## config.mk

```make
export PLATFORM = sky130hd
export DESIGN_NAME = eth_tx_formatter
export DESIGN_NICKNAME = d
export VERILOG_FILES = /design/src/rtl/ethtx_pkg.sv /design/src/rtl/ethtx_datapath.sv /design/src/rtl/ethtx_ctrl.sv /design/src/rtl/eth_tx_formatter.sv
export SDC_FILE = /design/constraint.sdc
export NUM_CORES = 1
export LEC_CHECK = 0
export BUFFER_PORTS_ARGS = -buffer_cell sky130_fd_sc_hd__buf_2
export CORE_MARGIN = 5
export CORE_UTILIZATION = 50
export DETAILED_ROUTE_END_ITERATION = 10
export PLACE_DENSITY = 0.68
export SYNTH_ARGS = -nofsm -noshare
export SYNTH_HDL_FRONTEND = slang
export SYNTH_HIERARCHICAL = 1
export SYNTH_SLANG_ARGS = --single-unit
```

## constraint.sdc

```tcl
create_clock -name clk -period 3.6 [get_ports clk]
set_input_delay 0.72 -clock clk [delete_from_list [all_inputs] [get_ports clk]]
set_output_delay 0.72 -clock clk [all_outputs]
set_load 0.01 [all_outputs]
```

## src/rtl/ethtx_pkg.sv

```systemverilog
package ethtx_pkg;

  typedef enum logic [2:0] {
    ST_IDLE,
    ST_QUIET,
    ST_HOLD,
    ST_PRE,
    ST_DATA,
    ST_PAD,
    ST_FCS,
    ST_END
  } txState_t;

  // strobes from control to datapath, already qualified by the bit tick
  typedef struct packed {
    logic sendBit;
    logic crcRun;
    logic fcsMode;
    logic loadPre;
    logic loadSfd;
    logic loadData;
    logic loadPad;
    logic frameInit;
    logic endFrame;
  } dpCtl_t;

  localparam logic [7:0]  PRE_BYTE  = 8'h55;
  localparam logic [7:0]  SFD_BYTE  = 8'hD5;
  localparam logic [31:0] CRC_REFL  = 32'hEDB88320;
  localparam int          FCS_BITS  = 32;

endpackage

```

## src/rtl/ethtx_datapath.sv

```systemverilog
module ethtx_datapath
  import ethtx_pkg::*;
#(
  parameter int LEN_W = 11
) (
  input  logic             clk,
  input  logic             rstN,
  input  dpCtl_t           ctl,
  input  logic [7:0]       inData,
  output logic             byteEnd,
  output logic [LEN_W-1:0] byteCnt,
  output logic             txData,
  output logic             txEn,
  output logic             frameDone
);

  logic [7:0]  curByte;
  logic [2:0]  bitIdx;
  logic [31:0] crcReg;
  logic [31:0] crcNext;
  logic        curBit;
  logic        feedBack;

  assign curBit   = curByte[bitIdx];
  assign byteEnd  = (bitIdx == 3'd7);
  assign feedBack = crcReg[0] ^ curBit;
  assign crcNext  = {1'b0, crcReg[31:1]} ^ (feedBack ? CRC_REFL : 32'h0);

  always_ff @(posedge clk) begin
    if (!rstN) begin
      curByte   <= '0;
      bitIdx    <= '0;
      crcReg    <= '1;
      byteCnt   <= '0;
      txData    <= 1'b0;
      txEn      <= 1'b0;
      frameDone <= 1'b0;
    end else begin
      frameDone <= ctl.endFrame;
      if (ctl.frameInit) begin
        crcReg  <= '1;
        bitIdx  <= '0;
        byteCnt <= '0;
      end
      if (ctl.sendBit) begin
        txEn <= 1'b1;
        if (ctl.fcsMode) begin
          txData <= ~crcReg[0];
          crcReg <= {1'b0, crcReg[31:1]};
        end else begin
          txData <= curBit;
          bitIdx <= bitIdx + 3'd1;
          if (ctl.crcRun) crcReg <= crcNext;
        end
      end
      if (ctl.loadPre)  curByte <= PRE_BYTE;
      if (ctl.loadSfd)  curByte <= SFD_BYTE;
      if (ctl.loadData) curByte <= inData;
      if (ctl.loadPad)  curByte <= 8'h00;
      if (ctl.loadData || ctl.loadPad) byteCnt <= byteCnt + LEN_W'(1);
      if (ctl.endFrame) begin
        txEn   <= 1'b0;
        txData <= 1'b0;
      end
    end
  end

endmodule

```

## src/rtl/ethtx_ctrl.sv

```systemverilog
module ethtx_ctrl
  import ethtx_pkg::*;
#(
  parameter int LEN_W       = 11,
  parameter int QUIET_TICKS = 60,
  parameter int HOLD_TICKS  = 36,
  parameter int PRE_BYTES   = 7
) (
  input  logic             clk,
  input  logic             rstN,
  input  logic             bitEn,
  input  logic             inValid,
  input  logic             inLast,
  input  logic             inPad,
  input  logic             inCrc,
  input  logic             carrierSense,
  input  logic [LEN_W-1:0] minLen,
  input  logic             byteEnd,
  input  logic [LEN_W-1:0] byteCnt,
  output logic             inReady,
  output dpCtl_t           ctl
);

  localparam int BIG     = (QUIET_TICKS > HOLD_TICKS) ? QUIET_TICKS : HOLD_TICKS;
  localparam int TMR_MAX = (BIG > FCS_BITS) ? BIG : FCS_BITS;
  localparam int TMR_W   = $clog2(TMR_MAX + 1);
  localparam int PRE_W   = $clog2(PRE_BYTES + 1);

  txState_t         state, stateNext;
  logic [TMR_W-1:0] timer, timerNext;
  logic [PRE_W-1:0] preCnt, preCntNext;
  logic             lastQ, padQ, crcQ;
  logic             needPad;

  assign needPad = byteCnt < minLen;

  always_comb begin
    stateNext  = state;
    timerNext  = timer;
    preCntNext = preCnt;
    ctl        = '0;
    inReady    = 1'b0;
    if (bitEn) begin
      unique case (state)
        ST_IDLE: if (inValid) begin
          stateNext = ST_QUIET;
          timerNext = '0;
        end
        ST_QUIET: begin
          if (carrierSense) timerNext = '0;
          else if (timer == TMR_W'(QUIET_TICKS - 1)) begin
            stateNext = ST_HOLD;
            timerNext = '0;
          end else timerNext = timer + TMR_W'(1);
        end
        ST_HOLD: begin
          if (timer == TMR_W'(HOLD_TICKS - 1)) begin
            stateNext     = ST_PRE;
            preCntNext    = '0;
            ctl.loadPre   = 1'b1;
            ctl.frameInit = 1'b1;
          end else timerNext = timer + TMR_W'(1);
        end
        ST_PRE: begin
          ctl.sendBit = 1'b1;
          if (byteEnd) begin
            preCntNext = preCnt + PRE_W'(1);
            if (preCnt == PRE_W'(PRE_BYTES)) begin
              stateNext    = ST_DATA;
              ctl.loadData = 1'b1;
              inReady      = 1'b1;
            end else if (preCnt == PRE_W'(PRE_BYTES - 1)) ctl.loadSfd = 1'b1;
            else ctl.loadPre = 1'b1;
          end
        end
        ST_DATA, ST_PAD: begin
          ctl.sendBit = 1'b1;
          ctl.crcRun  = 1'b1;
          if (byteEnd) begin
            if (state == ST_DATA && !lastQ) begin
              ctl.loadData = 1'b1;
              inReady      = 1'b1;
            end else if ((state == ST_PAD || padQ) && needPad) begin
              stateNext   = ST_PAD;
              ctl.loadPad = 1'b1;
            end else if (crcQ) begin
              stateNext = ST_FCS;
              timerNext = '0;
            end else stateNext = ST_END;
          end
        end
        ST_FCS: begin
          ctl.sendBit = 1'b1;
          ctl.fcsMode = 1'b1;
          if (timer == TMR_W'(FCS_BITS - 1)) stateNext = ST_END;
          else timerNext = timer + TMR_W'(1);
        end
        ST_END: begin
          ctl.endFrame = 1'b1;
          stateNext    = ST_IDLE;
        end
        default: stateNext = ST_IDLE;
      endcase
    end
  end

  always_ff @(posedge clk) begin
    if (!rstN) begin
      state  <= ST_IDLE;
      timer  <= '0;
      preCnt <= '0;
      lastQ  <= 1'b0;
      padQ   <= 1'b0;
      crcQ   <= 1'b0;
    end else begin
      state  <= stateNext;
      timer  <= timerNext;
      preCnt <= preCntNext;
      if (inReady && inValid) begin
        lastQ <= inLast;
        padQ  <= inPad;
        crcQ  <= inCrc;
      end
    end
  end

endmodule

```

## src/rtl/eth_tx_formatter.sv

```systemverilog
module eth_tx_formatter
  import ethtx_pkg::*;
#(
  parameter int LEN_W       = 11,
  parameter int QUIET_TICKS = 60,
  parameter int HOLD_TICKS  = 36,
  parameter int PRE_BYTES   = 7
) (
  input  logic             clk,
  input  logic             rstN,
  input  logic             bitEn,
  input  logic [7:0]       inData,
  input  logic             inValid,
  output logic             inReady,
  input  logic             inLast,
  input  logic             inPad,
  input  logic             inCrc,
  input  logic             carrierSense,
  input  logic [LEN_W-1:0] minLen,
  output logic             txData,
  output logic             txEn,
  output logic             frameDone
);

  dpCtl_t           ctl;
  logic             byteEnd;
  logic [LEN_W-1:0] byteCnt;

  ethtx_ctrl #(
    .LEN_W(LEN_W), .QUIET_TICKS(QUIET_TICKS),
    .HOLD_TICKS(HOLD_TICKS), .PRE_BYTES(PRE_BYTES)
  ) u_ctrl (
    .clk(clk), .rstN(rstN), .bitEn(bitEn), .inValid(inValid),
    .inLast(inLast), .inPad(inPad), .inCrc(inCrc),
    .carrierSense(carrierSense), .minLen(minLen),
    .byteEnd(byteEnd), .byteCnt(byteCnt),
    .inReady(inReady), .ctl(ctl)
  );

  ethtx_datapath #(.LEN_W(LEN_W)) u_dp (
    .clk(clk), .rstN(rstN), .ctl(ctl), .inData(inData),
    .byteEnd(byteEnd), .byteCnt(byteCnt),
    .txData(txData), .txEn(txEn), .frameDone(frameDone)
  );

endmodule

```

==> metrics.txt <==
status=complete, no violations; TritonCTS clock tree=built; met2 WL post-DR=around 4300 um; max frequency=0.350 GHz; Least-Margin Pin Slew=between 0.7 and 0.8 ns; uppermost routed layer=met4; largest net degree at the start of global routing=60; max-slew violation count=0; Crit-path slowest cell=nor4_1; DIE HEIGHT=approximately 100 um; vias in the first global route=roughly 3,400; critical path peak fanout=5; R2R Path End=u_dp/byteCnt[10]; CP max stage delay=roughly 0.36 ns; Min-Delay Path Class=flop to flop; CTS Hold Bufs=0; Finished Layout Cells=620; worst IR drop on VDD=around 230 uV; Register-to-Register Path Depth=11; worst hold stages=2; met3 WL post-DR=396 um; Sw Ratio=approximately a fifth; Buffers on Ports=30; share of flip-flops with an asynchronous set or reset=0%; Crit. Startpoint=minLen[10]; Root Buffer=clkbuf_8; placed insts=roughly 600; Fin. Hold Viols=0; Cell Pwr Density=roughly 390 nW/um2; Num CTS Buffers=9; grt ovf=0; RePlAce Congestion=roughly 0.83; relative slew slack=a little over half; core footprint=a little under 8000 um2; Ports=31; first-pass GRT wire length=between 15,000 and 20,000 um; crit path launch type=primary input; R2R Path Start=u_dp/byteCnt[9]; crit path cell chain=buf_2 -> inv_1 -> ha_1 -> a21oi_1 -> o21ai_0 -> a311oi_2 -> o31ai_1 -> nor4_1 -> o2111ai_1 -> nor2_1 -> nand3_1 -> mux2i_1 -> and2_1; Final Cell Area=4430 um2; # nets final=between 500 and 600; DRT iter0 DRCs=145; Starting Density=just over 50%; wire length after detailed routing=between 9000 and 10,000 um; Clk pwr share=between 40% and 50%; Flop pwr share=46.6%; # fillers=752; placed cell areas=about 4200 um2; post-cts sizing count=0; Max Cap Viol=0; latest clock arrival within the worst-skew pair=~0.35 ns; # DRC=0; DIE AREA=~10000 um2; final period utilization=between 70 and 80%; hpwl dp=6170 um; CP endpoint=u_dp/byteCnt[10]; number of synthesized register bits=72; Via density=a little under 6; critical path type=primary input to flop; All-Layer GR Usage=between 10% and 20%; post-CTS setup buffer count=0; # H-tree levels=3; n_diodes=0; Pre-Repair DR Iteration Count=4; Die W=98.5 um; Hold Crit Start=u_ctrl/padQ; Clock Tree Buf Depth=2; Psw=between 300 and 400 uW; DR vias=around 3,600; register area share after synthesis=36.8%; setup tns final=0 ns; Ys Warns=6; worst reg-to-reg setup slack=0.87 ns; Setup-failing EPs final=0; Cell Rows=32; Pleak=around 0.0017 uW; dominant synthesized flop cell=dfxtp_1; synth-to-layout area growth=13.0%; Crit. End Element=flop; Final min period=roughly 2.9 ns; Cells after Synth=approximately 490; CP Data Required Time=3.84 ns; post-route ant nets=0; CTS clk-pin slew, worst paths=around 0.08 ns; initial antenna violation count=0; Syn Nets=about 540; number of synthesized flops with an enable pin=0; Post-Syn Area=3920 um2; wire length per cell=between 10 and 15 um; Mean Syn Cell Area=around 8 um2; Comb pwr share=under 10%; P_int=1370 uW; Yosys cell types=between 50 and 60; Post-Route M1 WL=approximately 4400 um; CP Data Arrival Time=3.10 ns; Clock Sinks=72; unrepaired setup endpoints after global routing=false; clk_skew=0.0101 ns; layout cells sized above 1=13.1%
registers in the layout, summed over array words and instances (netlist names), 3 cells and up:
register / cells
u_ctrl/state: 3
u_ctrl/preCnt: 3
u_dp/crcReg: 32
u_dp/curByte: 8
u_ctrl/timer: 6
u_dp/byteCnt: 11
u_dp/bitIdx: 3
cells in the final DEF, fill, tap and decap left out, types with 16 or more instances in the layout:
| cell | netlist | layout |
|---|---|---|
| a21oi_1 | 22 | 22 |
| buf_2 | 1 | 30 |
| dfxtp_1 | 72 | 72 |
| ha_1 | 17 | 17 |
| inv_1 | 20 | 20 |
| nand2_1 | 39 | 39 |
| nor2_1 | 71 | 71 |
| nor3_1 | 34 | 34 |
| o211ai_1 | 16 | 16 |
| o21ai_0 | 33 | 32 |
cell type report:
cell class / count / area (um2) / area share, %
multi-input combinational: 368 / 2280 / 51.5
tap: 102 / 128 / 2.88
timing repair buffer: 41 / 233 / 5.25
sequential: 72 / 1440 / 32.5
clock inverter: 6 / 130 / 2.94
clock buffer: 10 / 138 / 3.11
inverter: 21 / 78.8 / 1.78
logic make-up (layout without fill, tap and decap cells):
| kind of cell | count (synthesis) | after routing | synth area share (%) |
|---|---|---|---|
| AND/OR/NAND/NOR | 209 | 209 | 25.8 |
| adder cells (fa/ha/maj) | 17 | 17 | 5.43 |
| flip-flops | 72 | 72 | 36.8 |
| multiplexers | 11 | 11 | 3.93 |
| AO/OA/AOI/OAI | 128 | 128 | 22.1 |
| XOR/XNOR | 3 | 3 | 0.862 |
| buffers and inverters | 52 | 78 | 5.20 |
per-stage QoR:
stage / power [uW] / utilization, % / setup WS [ns] / hold WS, ns
after floorplan: 860 / - / 0.524 / 0.436
after global placement: 886 / 54.1 / 0.523 / 0.451
after detailed placement: 888 / 54.1 / 0.437 / 0.457
after CTS: 1740 / 57.6 / 0.789 / 0.469
after global routing: 1780 / 57.6 / 0.543 / 0.497
final: 1730 / 57.6 / 0.742 / 0.465
worst min path at each step:
stage | to | slack [ns]
after detailed placement | u_ctrl/padQ | 0.46
after global placement | u_ctrl/padQ | 0.45
after CTS | u_ctrl/padQ | 0.47
after global routing | u_ctrl/padQ | 0.50
after floorplan | u_ctrl/padQ | 0.44
final | u_ctrl/padQ | 0.47
per-layer routing:
layer / GRT usage, % / vias up
met3: 3.26 / 13
met5: 0 / -
li1: - / 1834
met1: 25.2 / 1685
met4: 7.35 / 0
met2: 31.0 / 80
worst max-delay path, delay by kind of cell:
kind	cells	cell delay, ns
multiplexers	1	0.13
AO/OA/AOI/OAI	5	0.94
buffers and inverters	2	0.10
adder cells (fa/ha/maj)	1	0.33
AND/OR/NAND/NOR	4	0.87
cell usage after synthesis (2+ instances only):
cell | instances | area (um2)
nand4_1 | 7 | 43.8
inv_1 | 20 | 75.1
a2111oi_0 | 7 | 61.3
nor3_1 | 34 | 170
o21ai_1 | 5 | 25.0
nor2_1 | 71 | 267
nand3b_1 | 7 | 52.6
a31oi_1 | 4 | 25.0
mux2i_1 | 6 | 60.1
buf_4 | 2 | 15.0
nor2b_1 | 2 | 12.5
a22oi_1 | 2 | 15.0
nand3_1 | 13 | 65.1
nor4_1 | 4 | 25.0
a21oi_1 | 22 | 110
nand4b_1 | 6 | 52.6
ha_1 | 17 | 213
o2111ai_1 | 10 | 87.6
a211oi_1 | 2 | 15.0
o21ai_0 | 33 | 165
mux4_2 | 2 | 45.0
clkbuf_1 | 27 | 101
o311a_1 | 2 | 20.0
o22ai_1 | 3 | 18.8
a2111o_1 | 6 | 67.6
and2_1 | 8 | 50.1
dfxtp_1 | 72 | 1440
o31ai_1 | 3 | 22.5
a21boi_0 | 5 | 37.5
nand2_1 | 39 | 146
a21o_1 | 4 | 30.0
or3_1 | 2 | 12.5
nand2b_1 | 8 | 50.1
o211ai_1 | 16 | 120
power groups by stage:
stage / sequential, uW / clock [uW] / combinational, uW
2_1_floorplan: 819 / 0 / 40.5
3_3_place_gp: 823 / 0 / 62.8
3_5_place_dp: 823 / 0 / 64.7
4_1_cts: 804 / 874 / 64.9
5_1_grt: 805 / 907 / 73.0
6_report: 805 / 858 / 65.0
Note: power is estimated with default switching activity, not from simulation.
